$ cat config.mk
export PLATFORM = sky130hd
export DESIGN_NAME = plat_id_port
export DESIGN_NICKNAME = d
export VERILOG_FILES = /design/src/rtl/plat_id_pkg.sv /design/src/rtl/plat_id_decode.sv /design/src/rtl/plat_id_regs.sv /design/src/rtl/plat_id_unplug.sv /design/src/rtl/plat_id_port.sv
export SDC_FILE = /design/constraint.sdc
export NUM_CORES = 1
export LEC_CHECK = 0
export ABC_AREA = 1
export CORE_ASPECT_RATIO = 2
export CORE_MARGIN = 2
export CORE_UTILIZATION = 38
export DETAILED_ROUTE_END_ITERATION = 16
export GPL_ROUTABILITY_DRIVEN = 1
export PLACE_DENSITY = 0.79
export SYNTH_ARGS = -nofsm -noshare
export SYNTH_HDL_FRONTEND = slang
export SYNTH_SLANG_ARGS = --single-unit
$ cat constraint.sdc
create_clock -name clk -period 1.1 [get_ports clk]
set_input_delay 0.33 -clock clk [delete_from_list [all_inputs] [get_ports clk]]
set_output_delay 0.33 -clock clk [all_outputs]
set_load 0.05 [all_outputs]
$ cat src/rtl/plat_id_pkg.sv
package plat_id_pkg;
  localparam logic [2:0] SZ_BYTE = 3'd1;
  localparam logic [2:0] SZ_HALF = 3'd2;
  localparam logic [2:0] SZ_WORD = 3'd4;

  localparam logic [3:0] OFS_CTRL = 4'd0;
  localparam logic [3:0] OFS_AUX  = 4'd2;

  // Decoded write strobes from one bus cycle.
  typedef struct packed {
    logic flags_wr;
    logic log_wr;
    logic unplug_wr;
    logic ver_wr;
  } wr_strb_t;
endpackage

$ cat src/rtl/plat_id_decode.sv
module plat_id_decode
  import plat_id_pkg::*;
(
  input  logic [3:0] addr,
  input  logic [2:0] size,
  input  logic       wr,
  output wr_strb_t   strb
);
  logic is_b, is_h, at_ctrl, at_aux;

  always_comb begin
    is_b    = (size == SZ_BYTE);
    is_h    = (size == SZ_HALF);
    at_ctrl = (addr == OFS_CTRL);
    at_aux  = (addr == OFS_AUX);
    strb.flags_wr  = wr && is_b && at_ctrl;
    strb.log_wr    = wr && is_b && at_aux;
    strb.unplug_wr = wr && is_h && at_ctrl;
    strb.ver_wr    = wr && is_h && at_aux;
  end
endmodule

$ cat src/rtl/plat_id_regs.sv
module plat_id_regs
  import plat_id_pkg::*;
#(
  parameter int DATA_W = 32,
  parameter int VER_W  = 16,
  parameter int LOG_W  = 8
) (
  input  logic              clk,
  input  logic              rst_n,
  input  wr_strb_t          strb,
  input  logic [DATA_W-1:0] wdata,
  output logic [7:0]        flags,
  output logic [VER_W-1:0]  version,
  output logic [LOG_W-1:0]  log_data,
  output logic              log_valid,
  input  logic              log_ready
);
  // Reset re-enters through the normal flags-write path with data 0.
  logic       init_q;
  logic       flags_we;
  logic [7:0] flags_d;
  logic       slot_free;

  always_ff @(posedge clk or negedge rst_n) begin
    if (!rst_n) init_q <= 1'b1;
    else        init_q <= 1'b0;
  end

  always_comb begin
    flags_we = strb.flags_wr | init_q;
    flags_d  = init_q ? 8'h00 : {7'b0, wdata[0]};
  end

  always_ff @(posedge clk or negedge rst_n) begin
    if (!rst_n)        flags <= '0;
    else if (flags_we) flags <= flags_d;
  end

  always_ff @(posedge clk or negedge rst_n) begin
    if (!rst_n)           version <= '0;
    else if (strb.ver_wr) version <= wdata[VER_W-1:0];
  end

  assign slot_free = !log_valid || log_ready;

  always_ff @(posedge clk or negedge rst_n) begin
    if (!rst_n) begin
      log_valid <= 1'b0;
      log_data  <= '0;
    end else if (strb.log_wr && slot_free) begin
      log_valid <= 1'b1;
      log_data  <= wdata[LOG_W-1:0];
    end else if (log_ready) begin
      log_valid <= 1'b0;
    end
  end

  AST_FLAGS_HOLD: assert property (@(posedge clk) disable iff (!rst_n)
    (!$past(strb.flags_wr) && !$past(init_q)) |-> $stable(flags));
  AST_FLAGS_HIGH_ZERO: assert property (@(posedge clk) disable iff (!rst_n)
    flags[7:1] == 7'd0);
  AST_LOG_STALL_HOLD: assert property (@(posedge clk) disable iff (!rst_n)
    (log_valid && !log_ready) |=> (log_valid && $stable(log_data)));
  AST_VER_HOLD: assert property (@(posedge clk) disable iff (!rst_n)
    !$past(strb.ver_wr) |-> $stable(version));
endmodule

$ cat src/rtl/plat_id_unplug.sv
module plat_id_unplug #(
  parameter int NUM_CLS = 3,
  parameter int AUX_IDX = 2
) (
  input  logic               clk,
  input  logic               rst_n,
  input  logic               unplug_wr,
  input  logic [NUM_CLS-1:0] mask,
  output logic [NUM_CLS-1:0] pulse,
  output logic               unsup
);
  for (genvar i = 0; i < NUM_CLS; i++) begin : g_cls
    always_ff @(posedge clk or negedge rst_n) begin
      if (!rst_n) pulse[i] <= 1'b0;
      else        pulse[i] <= unplug_wr && mask[i];
    end
  end

  always_ff @(posedge clk or negedge rst_n) begin
    if (!rst_n)                           unsup <= 1'b0;
    else if (unplug_wr && mask[AUX_IDX])  unsup <= 1'b1;
  end

  AST_UNSUP_STICKY: assert property (@(posedge clk) disable iff (!rst_n)
    $past(unsup) |-> unsup);
  AST_PULSE_CAUSE: assert property (@(posedge clk) disable iff (!rst_n)
    (pulse != '0) |-> $past(unplug_wr));
endmodule

$ cat src/rtl/plat_id_port.sv
module plat_id_port
  import plat_id_pkg::*;
#(
  parameter int          DATA_W   = 32,
  parameter int          VER_W    = 16,
  parameter int          LOG_W    = 8,
  parameter int          NUM_CLS  = 3,
  parameter int          AUX_IDX  = 2,
  parameter logic [15:0] SIG      = 16'h49D2,
  parameter logic [7:0]  VER_BYTE = 8'h01
) (
  input  logic               clk,
  input  logic               rst_n,
  input  logic [3:0]         bus_addr,
  input  logic [2:0]         bus_size,
  input  logic [DATA_W-1:0]  bus_wdata,
  input  logic               bus_wr,
  input  logic               bus_rd,
  output logic [DATA_W-1:0]  bus_rdata,
  input  logic               blacklist,
  output logic [NUM_CLS-1:0] unplug_req,
  output logic               unsup_seen,
  output logic               rom_lock,
  output logic [VER_W-1:0]   drv_version,
  output logic [LOG_W-1:0]   log_data,
  output logic               log_valid,
  input  logic               log_ready
);
  localparam logic [15:0] SIG_SWAP = {SIG[7:0], SIG[15:8]};

  wr_strb_t          strb;
  logic [7:0]        flags;
  logic [DATA_W-1:0] rd_val;
  logic              unused_wdata;

  assign unused_wdata = ^bus_wdata;

  plat_id_decode u_dec (
    .addr (bus_addr),
    .size (bus_size),
    .wr   (bus_wr),
    .strb (strb)
  );

  plat_id_regs #(.DATA_W(DATA_W), .VER_W(VER_W), .LOG_W(LOG_W)) u_regs (
    .clk       (clk),
    .rst_n     (rst_n),
    .strb      (strb),
    .wdata     (bus_wdata),
    .flags     (flags),
    .version   (drv_version),
    .log_data  (log_data),
    .log_valid (log_valid),
    .log_ready (log_ready)
  );

  plat_id_unplug #(.NUM_CLS(NUM_CLS), .AUX_IDX(AUX_IDX)) u_unplug (
    .clk       (clk),
    .rst_n     (rst_n),
    .unplug_wr (strb.unplug_wr),
    .mask      (bus_wdata[NUM_CLS-1:0]),
    .pulse     (unplug_req),
    .unsup     (unsup_seen)
  );

  assign rom_lock = flags[0];

  always_comb begin
    rd_val = '1;
    if (bus_size == SZ_BYTE) begin
      rd_val = DATA_W'(8'hFF);
      if (bus_addr == OFS_CTRL)     rd_val = DATA_W'(flags);
      else if (bus_addr == OFS_AUX) rd_val = DATA_W'(VER_BYTE);
    end else if (bus_size == SZ_HALF) begin
      rd_val = DATA_W'(16'hFFFF);
      if (bus_addr == OFS_CTRL) rd_val = DATA_W'(blacklist ? SIG_SWAP : SIG);
    end
  end

  always_ff @(posedge clk or negedge rst_n) begin
    if (!rst_n)      bus_rdata <= '0;
    else if (bus_rd) bus_rdata <= rd_val;
  end

  AST_SIG_READ: assert property (@(posedge clk) disable iff (!rst_n)
    $past(bus_rd && bus_size == SZ_HALF && bus_addr == OFS_CTRL && !blacklist)
      |-> bus_rdata == DATA_W'(SIG));
  AST_WORD_READ: assert property (@(posedge clk) disable iff (!rst_n)
    $past(bus_rd && bus_size == SZ_WORD) |-> bus_rdata == '1);
  AST_RDATA_HOLD: assert property (@(posedge clk) disable iff (!rst_n)
    !$past(bus_rd) |-> $stable(bus_rdata));
  AST_NIC_PULSE: assert property (@(posedge clk) disable iff (!rst_n)
    unplug_req[1] |-> $past(bus_wr && bus_size == SZ_HALF && bus_addr == OFS_CTRL
                            && bus_wdata[1]));
  AST_LOCK_FROM_WRITE: assert property (@(posedge clk) disable iff (!rst_n)
    $rose(rom_lock) |-> $past(bus_wr && bus_size == SZ_BYTE && bus_addr == OFS_CTRL));
endmodule

==> flow_summary.yaml, run 1 <==
clock_network:
  cts_made_buffers: 5
  insertion_delay_ns: 0.29
  clock_sinks: 41
  cts_root_buf: "clkbuf_8"
  cts_tree: "done"
  cts.path.max_buffers: 2
  path_clk_slew_ns: 0.08
  htreeDepth: 2
grt:
  grt_usage: 0.2326
  grt_pass1_vias: 2013
  overflow: 0
  grt_max_degree: 42
  grt_antenna_before_repair: 0
  grt_pass1_wl_um: 9646
yosys:
  synth-edff-count: 0
  synth.distinct_cells: 21
  synth_most_common_cell: "nand2_1"
  async_flop_share: 1.000
  yosysTopAreaCell: "dfrtp_1"
  synthFlopType: "dfrtp_1"
  avgSynthCellArea_um2: 8.810
  yosys-top-cells-count: "68 x nand2_1, 40 x dfrtp_1, 29 x nand3_1"
  synth_top_area_share: 0.5188
  yosysWarningCount: 0
  ys_ff_latch: 41
  yosysSeqAreaShare: 0.5324
  synth_nets: 264
  synthCells: 219
  syn_area_um2: 1929
  ys_top_cells_by_area: "dfrtp_1 52%, nand2_1 13%, buf_4 8.9%"
routing:
  wl_met3_um: 323
  drt_iter0_markers: 37
  dr_wl_met2_um: 3801
  drc: 0
  drt-vias-per-instance: 4.847
  met1_length_um: 1986
  highest_layer: "met4"
  drt-wirelength-per-cell_um: 15.94
  wirelength_um: 6249
  drtAntennaViolNets: 0
  dr_total_vias: 1900
  drt-pass1-iter-count: 4
layout:
  drive_above_1_share: 0.5045
  fill_cells: 258
  syn_to_final_growth_pct: 105.3
  final_cells: 392
  n_antenna_cell: 0
  nNetsFinal: 379
sta:
  finalMaxSlewViolations: 0
  hold_viol: 9
  fin_worst_skew_ns: 0.007239
  timing.final.ws_setup_ns: -0.3509
  finalCritPeriodShare: 1.319
  rsz0062_at_grt: "yes"
  fin_crit_ns: 1.451
  setup_tns_ns: -10.53
  fmax_ghz: 0.6892
  timing.hold.ws_ns: -0.005987
  finalSetupViolCount: 62
critical_path:
  regToRegSetupSlack_ns: 0.03
  start_kind: "flop"
  slowest_stage: "dfrtp_4"
  crit_path_max_fanout: 9
  critPathMaxStageDelay_ns: 0.51
  worstPathRequired_ns: 0.77
  path_class: "flop to output port"
  endpoint_kind: "output port"
  crit_arrival_ns: 1.12
  r2r-end: "bus_rdata[0]"
  cp-startpoint: "bus_rdata[30]"
  critPathCapture: "bus_rdata[20]"
  rr_worst_depth: 6
  path_common_cell: "buf_12"
  timing.rr.start: "u_regs.flags[0]"
  crit_chain: "buf_12, buf_12"
flow_run:
  max_cap_viol_count: 0
die:
  io_pins: 107
  die_w_um: 54.39
  core-area_um2: 4865
  rows: 36
  die_h_um: 104.8
  start_util: 0.3966
  dieArea_um2: 5698
min_path:
  timing.hold.worst.class: "input port to async pin"
placement:
  io_buffers: 90
  place_congestion: 0.7694
  dp_hpwl_um: 4174
  dp.cells: 360
outcome:
  violations: "hold timing, setup timing"
  status: "complete, but fails checks"
power_and_ir_drop:
  ir_worst_vdd_v: 0.001311
  power_leakage_nw: 1.939
  p_per_area_nw_per_um2: 1224
[report_power, final]
part           internal, mW  switching (mW)  total [mW]
clock network         0.740           0.507        1.25
logic                 0.890           0.970        1.86
registers              1.61           0.129        1.74
total                  3.24            1.61        4.85
[cells by family (layout without fill, tap and decap cells)]
kind of cell | after synthesis | in the layout | share of synthesized area
compound gates | 10 | 10 | 0.02594
buf+inv | 45 | 157 | 0.1375
flops | 41 | 41 | 0.5324
other cells | 1 | 1 | 0.001944
simple gates | 122 | 126 | 0.3022
[timing repair]
| action | in CTS | in global routing |
|---|---|---|
| hold buffers | 0 | 0 |
| setup buffers | 13 | 7 |
| resized for setup | 40 | 34 |
| pin swaps | 8 | 16 |
| cloned | 3 | 1 |
| endpoints found under the setup margin | 102 | 97 |
[per-layer routing]
| metal | up-vias | global-route usage |
|---|---|---|
| met2 | 73 | 0.4200 |
| li1 | 892 | - |
| met5 | - | 0 |
| met1 | 923 | 0.2274 |
| met3 | 12 | 0.06143 |
| met4 | 0 | 0.1054 |
[cells in the final DEF, fill, tap and decap left out, types with 3 or more instances in the layout]
cell type,n
dfrtp_1,32
inv_1,15
or2_2,4
dfrtp_2,7
nor2_1,5
inv_2,4
nand2_2,13
nand3_1,26
nand3_2,3
nand2_4,3
buf_4,30
buf_2,3
nand2_8,4
nor2_2,4
nand2_1,57
clkbuf_2,3
clkbuf_8,6
o21ai_0,4
buf_12,65
clkdlybuf4s50_1,17
buf_6,7
nor2_4,4
[registers in the layout, indices dropped and copies added (netlist names)]
signal and count:
bus_rdata 10, u_regs.init_q 1, u_unplug.unsup 1, u_regs.flags 1, u_regs.log_valid 1, u_unplug.pulse 3, u_regs.version 16, u_regs.log_data 8
[critical path, delay by kind of cell, from the launching register on]
family / cells / cell delay, ns
buf+inv: 2 / 0.32
flops: 1 / 0.51
[cell type report]
cell class / instances / area [um2] / area share
multi-input combinational: 137 / 797.0 / 0.2012
sequential: 41 / 1040 / 0.2625
clock buffer: 7 / 86.33 / 0.02179
inverter: 19 / 71.32 / 0.01800
timing repair buffer: 130 / 1866 / 0.4709
clock inverter: 1 / 30.03 / 0.007581
tap: 57 / 71.32 / 0.01800
[stage by stage]
step / util / worst slack (ns) / total power, mW / area [um2]
floorplan: - / -0.1448 / 2.616 / 2012
global placement: 0.7204 / -0.5565 / 3.476 / 3505
detailed placement: 0.7204 / -0.6278 / 3.500 / 3505
CTS: 0.7891 / -0.3473 / 4.815 / 3839
global route: 0.8143 / -0.3699 / 5.020 / 3961
finish: 0.8143 / -0.3509 / 4.849 / 3961
[how the worst min path moves through the flow]
stage                     slack (ns)  cells after the start           end   from
after detailed placement        0.32                      2  bus_rdata[3]  rst_n
after global placement          0.32                      2  bus_rdata[3]  rst_n
after floorplan                 0.03                      0  bus_rdata[0]  rst_n
after global routing           0.002                      2  bus_rdata[5]  rst_n
final                         -0.006                      2  bus_rdata[3]  rst_n
after CTS                      0.007                      2  bus_rdata[3]  rst_n
No activity file was read; power rests on OpenSTA's default activity.
==> inputs of run 2 (changes only) <==
--- a/config.mk
+++ b/config.mk
@@ -6,6 +6,7 @@
 export NUM_CORES = 1
 export LEC_CHECK = 0
 export ABC_AREA = 1
+export CAP_MARGIN = 20
 export CORE_ASPECT_RATIO = 2
 export CORE_MARGIN = 2
 export CORE_UTILIZATION = 38
==> results of run 2 <==
Same layout as run 1: the final DEF is identical, and so are final timing and power.
==> inputs of run 3 (changes only) <==
--- a/config.mk
+++ b/config.mk
@@ -12,7 +12,9 @@
 export CORE_UTILIZATION = 38
 export DETAILED_ROUTE_END_ITERATION = 16
 export GPL_ROUTABILITY_DRIVEN = 1
+export MAX_ROUTING_LAYER = met4
 export PLACE_DENSITY = 0.79
+export REMOVE_ABC_BUFFERS = 1
 export SYNTH_ARGS = -nofsm -noshare
 export SYNTH_HDL_FRONTEND = slang
 export SYNTH_SLANG_ARGS = --single-unit
==> flow_summary.yaml, run 3 (synthesis gave the netlist of run 1 again) <==
die:
  start_util: 0.3966
  dieArea_um2: 5698
  io_pins: 107
  core-area_um2: 4865
  rows: 36
  die_w_um: 54.39
  die_h_um: 104.8
layout:
  drive_above_1_share: 0.5000
  fill_cells: 244
  post-route-util: 0.8112
  final_area_um2: 3946
  layout_common_cells: "66 x buf_12, 56 x nand2_1, 34 x dfrtp_1"
  largestRegisters: "u_regs.version x16, bus_rdata x10, u_regs.log_data x8"
  regMostFlops: "u_regs.version"
  syn_to_final_growth_pct: 104.5
  largest_reg_flops: 16
  nNetsFinal: 380
  layout_commonest_cell: "buf_12"
power_and_ir_drop:
  intPower_mw: 2.947
  p_sw_mw: 1.637
  pwr-share-comb: 0.410
  ir_worst_vdd_v: 0.001331
  clockPowerShare: 0.209
  power_leakage_nw: 1.971
  swShare: 0.3570
  p_per_area_nw_per_um2: 1162
  finalPower_mw: 4.584
  p_seq_frac: 0.381
critical_path:
  regToRegSetupSlack_ns: -0.01
  crit_path_max_fanout: 8
  rr_worst_depth: 6
  r2r-end: "bus_rdata[0]"
  path_class: "flop to output port"
  endpoint_kind: "output port"
  crit_arrival_ns: 1.10
  timing.rr.start: "u_regs.flags[0]"
  start_kind: "flop"
  worstPathRequired_ns: 0.77
routing:
  dr_total_vias: 1959
  drtAntennaViolNets: 0
  drt-pass1-iter-count: 4
  drc: 0
  drt-wirelength-per-cell_um: 17.79
  drt-vias-per-instance: 4.972
  wirelength_um: 7008
  drt_iter0_markers: 62
placement:
  placed_area_um2: 3488
  dp_hpwl_um: 4148
  io_buffers: 90
  place_congestion: 0.7938
sta:
  timing.final.ws_setup_ns: -0.3259
  fmax_ghz: 0.7013
  timing.hold.ws_ns: -0.002448
  finalSetupViolCount: 69
  fin_worst_skew_ns: 0.001578
  finalMaxSlewViolations: 0
  hold_viol: 3
  fin_crit_ns: 1.426
  finalCritPeriodShare: 1.296
  rsz0062_at_grt: "yes"
grt:
  overflow: 0
  grt_antenna_before_repair: 1
  grt_pass1_wl_um: 9632
  grt_max_degree: 42
  grt_usage: 0.2336
  grt_pass1_vias: 2058
clock_network:
  cts_made_buffers: 5
  clock_sinks: 41
  cts_root_buf: "clkbuf_8"
  htreeDepth: 2
  cts_tree: "done"
  insertion_delay_ns: 0.29
  path_clk_slew_ns: 0.08
  cts.path.max_buffers: 2
  postCtsHoldBufs: 0
flow_run:
  max_cap_viol_count: 0
outcome:
  status: "complete, but fails checks"
  violations: "hold timing, setup timing"
min_path:
  timing.hold.worst.class: "input port to async pin"
[run 3: final cells by class]
cell class                 instances  area [um2]  area share
timing repair buffer             131        1898      0.4810
sequential                        41        1035      0.2622
multi-input combinational        137       785.8      0.1991
clock buffer                       6       72.57     0.01839
inverter                          19       71.32     0.01807
tap                               57       71.32     0.01807
clock inverter                     2       10.01    0.002536
antenna                            1       2.502   0.0006341
[run 3: critical path, cell delays in order, from the launching register on]
cell	delay (ns)
dfrtp_2	0.45
clkbuf_16	0.20
buf_12	0.15
[run 3: how the worst max path moves through the flow]
stage | startpoint | endpoint | slack, ns | cells after the start
global route | bus_rdata[30] | bus_rdata[24] | -0.35 | 2
global placement | bus_size[1] | bus_rdata[0] | -0.56 | 8
CTS | bus_rdata[30] | bus_rdata[17] | -0.32 | 2
finish | bus_rdata[30] | bus_rdata[30] | -0.33 | 2
detailed placement | bus_size[1] | bus_rdata[3] | -0.66 | 8
floorplan | bus_rdata[30] | bus_rdata[30] | -4.34 | 2
[run 3: power by group through the flow]
stage          registers, mW  clock network, mW  logic, mW
4_1_cts                 1.73              0.963       1.79
5_1_grt                 1.75               1.03       1.96
6_report                1.75              0.956       1.88
2_1_floorplan           2.31                  0      0.134
3_5_place_dp            1.76                  0       1.74
3_3_place_gp            1.76                  0       1.72
[run 3: stage by stage]
stage          hold WS (ns)  std cells  worst slack, ns  TNS, ns
2_1_floorplan       0.03441        193           -4.336   -78.76
4_1_cts             0.01208        382          -0.3244   -10.34
3_5_place_dp         0.3236        357          -0.6638   -21.76
3_3_place_gp         0.3155        357          -0.5602   -19.88
6_report          -0.002448        394          -0.3259   -10.42
5_1_grt             0.01634        394          -0.3503   -12.24
[run 3: layer usage]
metal | wire length [um] | GRT usage | up-vias
met1 | 2254 | 0.2455 | 935
met2 | 4036 | 0.4200 | 106
met4 | 244 | 0.07143 | 0
met5 | 0 | - | -
li1 | - | - | 898
met3 | 472 | 0.03571 | 20
[run 3: what timing repair did]
action	4_1_cts	5_1_grt
pin swaps	17	19
resized for setup	51	34
buffers inserted	14	10
endpoints found under the setup margin	102	93
gates cloned	3	3
hold endpoints to repair	0	0
